## src/rtl/qsb_pkg.sv

```systemverilog
// Shared types for the quad-SPI streaming bridge.
// Assumes 24-bit flash byte addressing and 16-bit master words.
package qsb_pkg;
    localparam int ADDR_W = 24;
    localparam int WORD_W = 16;

    typedef enum logic [1:0] {
        ST_IDLE,   // no burst yet, chip select high
        ST_GAP,    // chip select high between bursts
        ST_PRE,    // command, address and dummy clocks
        ST_DATA    // quad data streaming
    } seq_state_t;
endpackage

```

## src/rtl/qsb_sck_gen.sv

```systemverilog
// Serial clock divider with gating.
// Produces a clock that idles low, with CLK_DIV system clocks per half period.
// Reports the edge where the clock rises and the edge where it falls.
// Assumes hold only ever stops the clock in its low phase.
module qsb_sck_gen #(
    parameter int CLK_DIV = 2
) (
    input  logic clk,
    input  logic rst_n,
    input  logic run,
    input  logic hold,
    output logic sck,
    output logic rise_evt,
    output logic fall_evt
);
    localparam int CW = (CLK_DIV > 1) ? $clog2(CLK_DIV) : 1;

    logic [CW-1:0] cnt;
    logic          tick;

    assign tick     = (cnt == CW'(CLK_DIV - 1));
    assign rise_evt = run && tick && !sck && !hold;
    assign fall_evt = run && tick && sck;

    // Count half periods and toggle the clock, pausing low while held.
    always_ff @(posedge clk) begin
        if (!rst_n || !run) begin
            sck <= 1'b0;
            cnt <= '0;
        end else if (tick) begin
            if (sck || !hold) begin
                sck <= ~sck;
                cnt <= '0;
            end
        end else begin
            cnt <= cnt + 1'b1;
        end
    end

    assert_sck_gated_R5: assert property (@(posedge clk) disable iff (!rst_n)
        (run && hold && !sck) |=> !sck);
endmodule

```

## src/rtl/qsb_fifo.sv

```systemverilog
// Prefetch FIFO holding words between the flash stream and the master.
// DEPTH must be a power of two. Flush takes priority over push and pop.
// Read data is the head entry, shown combinationally.
module qsb_fifo #(
    parameter int W     = 16,
    parameter int DEPTH = 4
) (
    input  logic         clk,
    input  logic         rst_n,
    input  logic         flush,
    input  logic         push,
    input  logic [W-1:0] din,
    input  logic         pop,
    output logic [W-1:0] dout,
    output logic         empty,
    output logic         full
);
    localparam int AW = $clog2(DEPTH);
    localparam int CW = $clog2(DEPTH + 1);

    logic [W-1:0]  mem [DEPTH];
    logic [AW-1:0] wp, rp;
    logic [CW-1:0] count;

    assign empty = (count == '0);
    assign full  = (count == CW'(DEPTH));
    assign dout  = mem[rp];

    // Write the storage entry; it needs no reset.
    always_ff @(posedge clk) begin
        if (push && !flush) mem[wp] <= din;
    end

    // Move the pointers and the occupancy count.
    always_ff @(posedge clk) begin
        if (!rst_n || flush) begin
            wp    <= '0;
            rp    <= '0;
            count <= '0;
        end else begin
            if (push) wp <= wp + 1'b1;
            if (pop)  rp <= rp + 1'b1;
            count <= count + CW'(push) - CW'(pop);
        end
    end

    assert_no_overflow_R5: assert property (@(posedge clk) disable iff (!rst_n)
        (push && !flush) |-> !full);
    assert_no_empty_pop_R7: assert property (@(posedge clk) disable iff (!rst_n)
        (pop && !flush) |-> !empty);
endmodule

```

## src/rtl/qsb_seq.sv

```systemverilog
// Flash-side sequencer.
// Sends the read command and address on line 0, counts the dummy clocks,
// then assembles four sampled nibbles into each 16-bit word.
// With SAMPLE_DELAY set, it samples one system clock after the rising edge.
// Assumes the serial clock generator reports its edge events one cycle wide.
module qsb_seq
    import qsb_pkg::*;
#(
    parameter logic [7:0] READ_CMD     = 8'h6B,
    parameter int         DUMMY_CYCLES = 8,
    parameter bit         SAMPLE_DELAY = 1'b0
) (
    input  logic              clk,
    input  logic              rst_n,
    input  logic              start,
    input  logic [ADDR_W-1:0] start_addr,
    input  logic              rise_evt,
    input  logic              fall_evt,
    input  logic              fifo_full,
    input  logic [3:0]        io_in,
    output logic              run,
    output logic              hold,
    output logic              cs_n,
    output logic [3:0]        io_out,
    output logic [3:0]        io_oe,
    output logic              push,
    output logic [WORD_W-1:0] push_data
);
    localparam int HDR_BITS = 8 + ADDR_W;
    localparam int PRE_BITS = HDR_BITS + DUMMY_CYCLES;
    localparam int CNT_W    = $clog2(PRE_BITS + 1);

    seq_state_t          state;
    logic [1:0]          gap_cnt;
    logic [CNT_W-1:0]    pre_cnt;
    logic [HDR_BITS-1:0] shreg;
    logic [1:0]          nib_cnt;
    logic [11:0]         word_acc;
    logic                smp_evt;

    generate
        if (SAMPLE_DELAY) begin : g_late
            logic rise_q;
            // Delay the sample strobe by one system clock.
            always_ff @(posedge clk) begin
                if (!rst_n || start) rise_q <= 1'b0;
                else                 rise_q <= rise_evt && (state == ST_DATA);
            end
            assign smp_evt = rise_q && (state == ST_DATA);
        end else begin : g_edge
            assign smp_evt = rise_evt && (state == ST_DATA);
        end
    endgenerate

    assign run       = (state == ST_PRE) || (state == ST_DATA);
    assign hold      = (state == ST_DATA) && fifo_full;
    assign io_out    = {3'b000, shreg[HDR_BITS-1]};
    assign io_oe     = ((state == ST_PRE) && (pre_cnt < CNT_W'(HDR_BITS))) ? 4'b0001 : 4'b0000;
    assign push      = smp_evt && (nib_cnt == 2'd3) && !start;
    assign push_data = {word_acc, io_in};

    // Step through gap, header and dummy phases, then gather nibbles.
    always_ff @(posedge clk) begin
        if (!rst_n) begin
            state    <= ST_IDLE;
            cs_n     <= 1'b1;
            gap_cnt  <= '0;
            pre_cnt  <= '0;
            shreg    <= '0;
            nib_cnt  <= '0;
            word_acc <= '0;
        end else if (start) begin
            state   <= ST_GAP;
            cs_n    <= 1'b1;
            gap_cnt <= '0;
            shreg   <= {READ_CMD, start_addr};
            nib_cnt <= '0;
        end else begin
            case (state)
                ST_GAP: begin
                    gap_cnt <= gap_cnt + 1'b1;
                    if (gap_cnt == 2'd3) begin
                        state   <= ST_PRE;
                        cs_n    <= 1'b0;
                        pre_cnt <= '0;
                    end
                end
                ST_PRE: begin
                    if (fall_evt) shreg <= shreg << 1;
                    if (rise_evt) begin
                        pre_cnt <= pre_cnt + 1'b1;
                        if (pre_cnt == CNT_W'(PRE_BITS - 1)) state <= ST_DATA;
                    end
                end
                ST_DATA: begin
                    if (smp_evt) begin
                        word_acc <= {word_acc[7:0], io_in};
                        nib_cnt  <= nib_cnt + 1'b1;
                    end
                end
                default: ;
            endcase
        end
    end
endmodule

```

## src/rtl/qsb_top.sv

```systemverilog
// Quad-SPI streaming read bridge, top level.
// Joins the sequencer, the clock divider and the prefetch FIFO.
// Serves master reads from the FIFO. Assumes addr_load and rd_stb are
// single-cycle strobes, synchronous to clk.
module qsb_top #(
    parameter int         CLK_DIV      = 2,
    parameter int         DUMMY_CYCLES = 8,
    parameter int         FIFO_DEPTH   = 4,
    parameter bit         SAMPLE_DELAY = 1'b0,
    parameter logic [7:0] READ_CMD     = 8'h6B
) (
    input  logic        clk,
    input  logic        rst_n,
    input  logic        addr_load,
    input  logic [23:0] addr_in,
    input  logic        rd_stb,
    output logic [15:0] rd_data,
    output logic        underrun,
    output logic        flash_cs_n,
    output logic        flash_sck,
    output logic [3:0]  flash_io_out,
    output logic [3:0]  flash_io_oe,
    input  logic [3:0]  flash_io_in
);
    logic        run, hold, rise_evt, fall_evt;
    logic        push, pop, fifo_empty, fifo_full;
    logic [15:0] push_data, head;

    assign pop = rd_stb && !addr_load && !fifo_empty;

    qsb_seq #(
        .READ_CMD    (READ_CMD),
        .DUMMY_CYCLES(DUMMY_CYCLES),
        .SAMPLE_DELAY(SAMPLE_DELAY)
    ) u_seq (
        .clk       (clk),
        .rst_n     (rst_n),
        .start     (addr_load),
        .start_addr(addr_in),
        .rise_evt  (rise_evt),
        .fall_evt  (fall_evt),
        .fifo_full (fifo_full),
        .io_in     (flash_io_in),
        .run       (run),
        .hold      (hold),
        .cs_n      (flash_cs_n),
        .io_out    (flash_io_out),
        .io_oe     (flash_io_oe),
        .push      (push),
        .push_data (push_data)
    );

    qsb_sck_gen #(.CLK_DIV(CLK_DIV)) u_sck (
        .clk     (clk),
        .rst_n   (rst_n),
        .run     (run),
        .hold    (hold),
        .sck     (flash_sck),
        .rise_evt(rise_evt),
        .fall_evt(fall_evt)
    );

    qsb_fifo #(.W(16), .DEPTH(FIFO_DEPTH)) u_fifo (
        .clk  (clk),
        .rst_n(rst_n),
        .flush(addr_load),
        .push (push),
        .din  (push_data),
        .pop  (pop),
        .dout (head),
        .empty(fifo_empty),
        .full (fifo_full)
    );

    // Answer master reads from the FIFO, or flag an underrun.
    always_ff @(posedge clk) begin
        if (!rst_n) begin
            rd_data  <= '0;
            underrun <= 1'b0;
        end else if (addr_load) begin
            underrun <= 1'b0;
        end else if (rd_stb) begin
            if (!fifo_empty) rd_data  <= head;
            else             underrun <= 1'b1;
        end
    end

    assert_restart_deselect_R8: assert property (@(posedge clk) disable iff (!rst_n)
        addr_load |=> flash_cs_n);
    assert_underrun_keeps_data_R7: assert property (@(posedge clk) disable iff (!rst_n)
        (rd_stb && !addr_load && fifo_empty) |=> ($stable(rd_data) && underrun));
    assert_load_beats_read_R9: assert property (@(posedge clk) disable iff (!rst_n)
        (addr_load && rd_stb) |=> ($stable(rd_data) && !underrun));
endmodule

```

## config.mk

```make
export PLATFORM = sky130hd
export DESIGN_NAME = qsb_top
export DESIGN_NICKNAME = d
export VERILOG_FILES = /design/src/rtl/qsb_pkg.sv /design/src/rtl/qsb_sck_gen.sv /design/src/rtl/qsb_fifo.sv /design/src/rtl/qsb_seq.sv /design/src/rtl/qsb_top.sv
export SDC_FILE = /design/constraint.sdc
export NUM_CORES = 1
export LEC_CHECK = 0
export BUFFER_PORTS_ARGS = -buffer_cell sky130_fd_sc_hd__buf_2
export CAP_MARGIN = 40
export CORE_ASPECT_RATIO = 0.8
export CORE_UTILIZATION = 45
export DETAILED_ROUTE_END_ITERATION = 6
export GPL_TIMING_DRIVEN = 0
export PLACE_DENSITY_LB_ADDON = 0.12
export SETUP_SLACK_MARGIN = 0.1
export SLEW_MARGIN = 0
export SYNTH_ARGS = -nofsm -noshare
export SYNTH_HDL_FRONTEND = slang
export SYNTH_SLANG_ARGS = --single-unit
export TNS_END_PERCENT = 50
```

## constraint.sdc

```tcl
create_clock -name clk -period 5.8 [get_ports clk]
set_input_delay 0.58 -clock clk [delete_from_list [all_inputs] [get_ports clk]]
set_output_delay 0.58 -clock clk [all_outputs]
set_load 0.02 [all_outputs]
```

==> results.txt <==
The path with the worst hold slack has its endpoint at u_fifo.mem[0][2]$_DFFE_PP_. The starting density of the core came out at 0.460. The post-detailed-placement half-perimeter wirelength came out at 7870 um. The first global-routing pass estimated 19,300 um of wire.

The global route total overflow is 0. The maximum vdd drop is 197 uV. The total wire length after detailed routing is 11,800 um. After synthesis the netlist holds a flip-flop and latch count of 147.

The via count normalized by instance count is 5.16. The sequential fraction of the synthesis area came out at 0.607. The final count of pins violating max slew came to 0.

In this run the deepest clock path goes through 2 buffers. The time the final worst path needs with I/O delays and setup is 3.26 ns. The detailed-router iteration count before antenna repair is 6.

The cell area that synthesis handed to floorplanning was 0.00590 sq mm. The number of placed I/O pins is 59. The worst hold margin is 0.395 ns. The number of non-filler instances in the completed layout came out at 744.

The final worst-path cycle share is 0.563. The count of flip-flops with a built-in enable after synthesis came out at 64. The netlist uses 47 different library cells. The maximum number of pins on one net before global-route repair is 17. The upper clock frequency limit came out at 306 MHz. The number of nets at the end of the flow came out at 601. By startpoint and endpoint, the worst setup path is classified as flip-flop to flip-flop.

The setup total negative slack came out at 0 ns. The per-instance average area after synthesis is 12.4 sq um. The power density of the placed cells is 312 mW/mm^2. The final weighted congestion of routability-driven global placement came out at 0.813.

The worst clock skew on the final layout came out at 0.00902 ns. The number of levels in the clock H-tree came out at 4. Setup repair after global routing left no endpoint under its margin. The most used standard cell by instance count after synthesis is dfxtp_1. The die width is 130 um. From synthesis to final layout, the design area changed by 18.7%.

The reported leakage power is 2.81 nW. The flow ran to the end, and the final reports show no timing, DRC or antenna violations. Summed over all instances, the cell type with the most area after synthesis is edfxtp_1. The area fraction of the dominant cell type after synthesis came out at 0.326. The count of endpoints failing hold in the final timing report is 0. The data arrival time of the critical path came out at 3.55 ns. TritonCTS built the clock tree. The count of endpoints failing setup in the final report is 0. The quantity of hold-fixing buffers added after cts came out at 0.

The number of warning messages in the yosys log is 0. The worst setup path is captured at a flip-flop. The cell total after placement came out at 712. Across the run, the number of max-cap violations was 0.

The initialized floorplan defines 37 standard-cell rows. The count of antenna diodes in the layout is 0. Counting instances, the worst hold path has a depth of 1. The gate count of the mapped netlist came out at 477. The max-slew headroom at the worst pin is 0.501. The placeable core region is 0.0128 sq mm. The number of sinks on the clock net came out at 147.

The highest net fanout along the worst path came out at 10. Counting instances in the post-synthesis netlist gives the leading cell types as 83 x dfxtp_1, 64 x edfxtp_1, 52 x nor2_1. The worst register-to-register path ends at u_fifo.count[2]$_SDFF_PP0_. By area the synthesized netlist is led by edfxtp_1 33%, dfxtp_1 28%, mux2i_1 7.5%. The transition at the pin with the smallest max-transition slack is 0.748 ns. Counting cells, the worst reg-to-reg path comes to 12. The die area came out at 0.0136 sq mm. CTS placed an instance of clkbuf_16 at the clock tree root. In this run the worst hold path is classified as primary input to flip-flop.

The number of nets still failing antenna checks after routing came out at 0. For this run, the total global-route usage over all layers was measured as 0.193. The type of origin of the critical path is a flip-flop. The required time of the worst setup path is 6.09 ns.

The number of buffers added on ports came out at 51. The total clock buffers created by CTS is 17. The via count of the first global-routing pass was 3,827. The initial DRC count is 248.

The number of gates resized after CTS is 0. The clock-pin transition on the worst setup and hold timing paths is 0.06 ns. For this run, the leading register cell type out of synthesis is dfxtp_1. In the synthesized netlist the async set-or-reset flop fraction comes to 0. The share of layout cells above drive strength 1 came out at 0.220. Detailed routing inserted a total of 3,839 vias. The average wire length per cell after detail routing came out at 15.9 um. The number of antenna violations at the first check in global routing came out at 0. Buffers added to address setup during post-CTS repair amount to 0. For the worst-skew pair, the clock arrives at the later sink with an insertion delay of 0.42 ns. The worst hold path begins at flash_io_in[2]. The DRC violation count after routing is 0. The setup check on the worst reg-to-reg path leaves a slack of 2.54 ns.

The die boundary height came out at 104 um. In this run the critical register-to-register path is launched from u_fifo.count[1]$_SDFF_PP0_.
==> worst max path at each step <==
stage	to	slack (ns)	from
2_1_floorplan	u_fifo.count[2]$_SDFF_PP0_	3.04	u_seq.state[0]$_SDFFE_PN0P_
3_3_place_gp	u_fifo.count[2]$_SDFF_PP0_	2.38	addr_load
3_5_place_dp	u_fifo.count[2]$_SDFF_PP0_	2.32	addr_load
4_1_cts	u_fifo.count[2]$_SDFF_PP0_	2.50	u_fifo.count[1]$_SDFF_PP0_
5_1_grt	u_fifo.count[2]$_SDFF_PP0_	2.30	u_fifo.count[1]$_SDFF_PP0_
6_report	u_fifo.count[2]$_SDFF_PP0_	2.54	u_fifo.count[1]$_SDFF_PP0_
==> power breakdown <==
part / leakage (nW) / switching [mW] / internal, mW
combinational: 1.23 / 0.0449 / 0.0305
clock: 0.270 / 0.412 / 0.598
sequential: 1.30 / 0.00925 / 1.09
total: 2.81 / 0.466 / 1.72
==> critical path, cell delays in order (launching register included) <==
cell     delay (ns)
dfxtp_1        0.45
or3_1          0.17
nand3_1        0.36
inv_2          0.34
buf_1          0.49
ha_1           0.35
inv_1          0.06
ha_1           0.12
inv_1          0.04
fa_1           0.38
xor2_1         0.18
xnor2_1        0.14
nor2_1         0.05
==> cell type report <==
cell class / count / area [sq um]
Fill cell: 1124 / 5820
Sequential cell: 147 / 3580
Multi-Input combinational cell: 291 / 2130
Clock buffer: 19 / 443
Timing Repair Buffer: 55 / 308
Tap cell: 175 / 219
Buffer: 34 / 171
Clock inverter: 13 / 113
Inverter: 10 / 37.5
==> registers in the layout, indices dropped and copies added (netlist names) <==
register and flops:
u_fifo.mem 64, u_seq.shreg 32, rd_data 16, u_seq.word_acc 12
u_seq.pre_cnt 6, u_fifo.count 3, u_fifo.rp 2, u_fifo.wp 2
u_seq.gap_cnt 2, u_seq.nib_cnt 2, u_seq.state 2, u_sck.cnt 1
u_sck.sck 1, u_seq.cs_n 1, underrun 1
==> per-stage QoR <==
| stage | util | instance area [sq um] | power (mW) | worst slack, ns |
|---|---|---|---|---|
| finish | 0.546 | 7000 | 2.18 | 2.54 |
| CTS | 0.546 | 7000 | 2.21 | 2.50 |
| global route | 0.546 | 7000 | 2.27 | 2.30 |
| global placement | 0.499 | 6390 | 1.19 | 2.38 |
| floorplan | - | 5920 | 1.17 | 3.04 |
| detailed placement | 0.503 | 6450 | 1.20 | 2.32 |
==> cells by family after synthesis <==
kind of cell / after synthesis / share of synthesized area
buffers and inverters: 44 / 0.0354
DFF: 147 / 0.607
xor gates and xnor gates: 7 / 0.0104
other: 1 / 0.000635
and+or+nand+nor: 139 / 0.112
muxes: 60 / 0.136
adders and majority gates: 13 / 0.0288
AOI/OAI and AO/OA: 66 / 0.0702
==> layout by cell type, fill, tap and decap left out, drive strengths merged, types with 3 or more instances in the layout <==
| cell | count |
|---|---|
| a211oi | 25 |
| a21oi | 29 |
| and3 | 7 |
| buf | 73 |
| clkbuf | 35 |
| clkinv | 10 |
| conb | 6 |
| dfxtp | 83 |
| edfxtp | 64 |
| ha | 12 |
| inv | 10 |
| mux2i | 44 |
| mux4 | 16 |
| nand2 | 42 |
| nand3 | 10 |
| nand4 | 6 |
| nor2 | 52 |
| nor3 | 4 |
| o21ai | 3 |
| or3 | 3 |
| xnor2 | 4 |
| xor2 | 3 |
==> metal layers <==
metal,vias to the layer above,global-route usage,share of wire
li1,1894,-,-
met1,1855,0.259,0.48
met2,77,0.299,0.47
met3,13,0.0468,0.041
met4,0,0.0748,0.013
met5,-,0,0
Power figures use the tool's default switching activity.
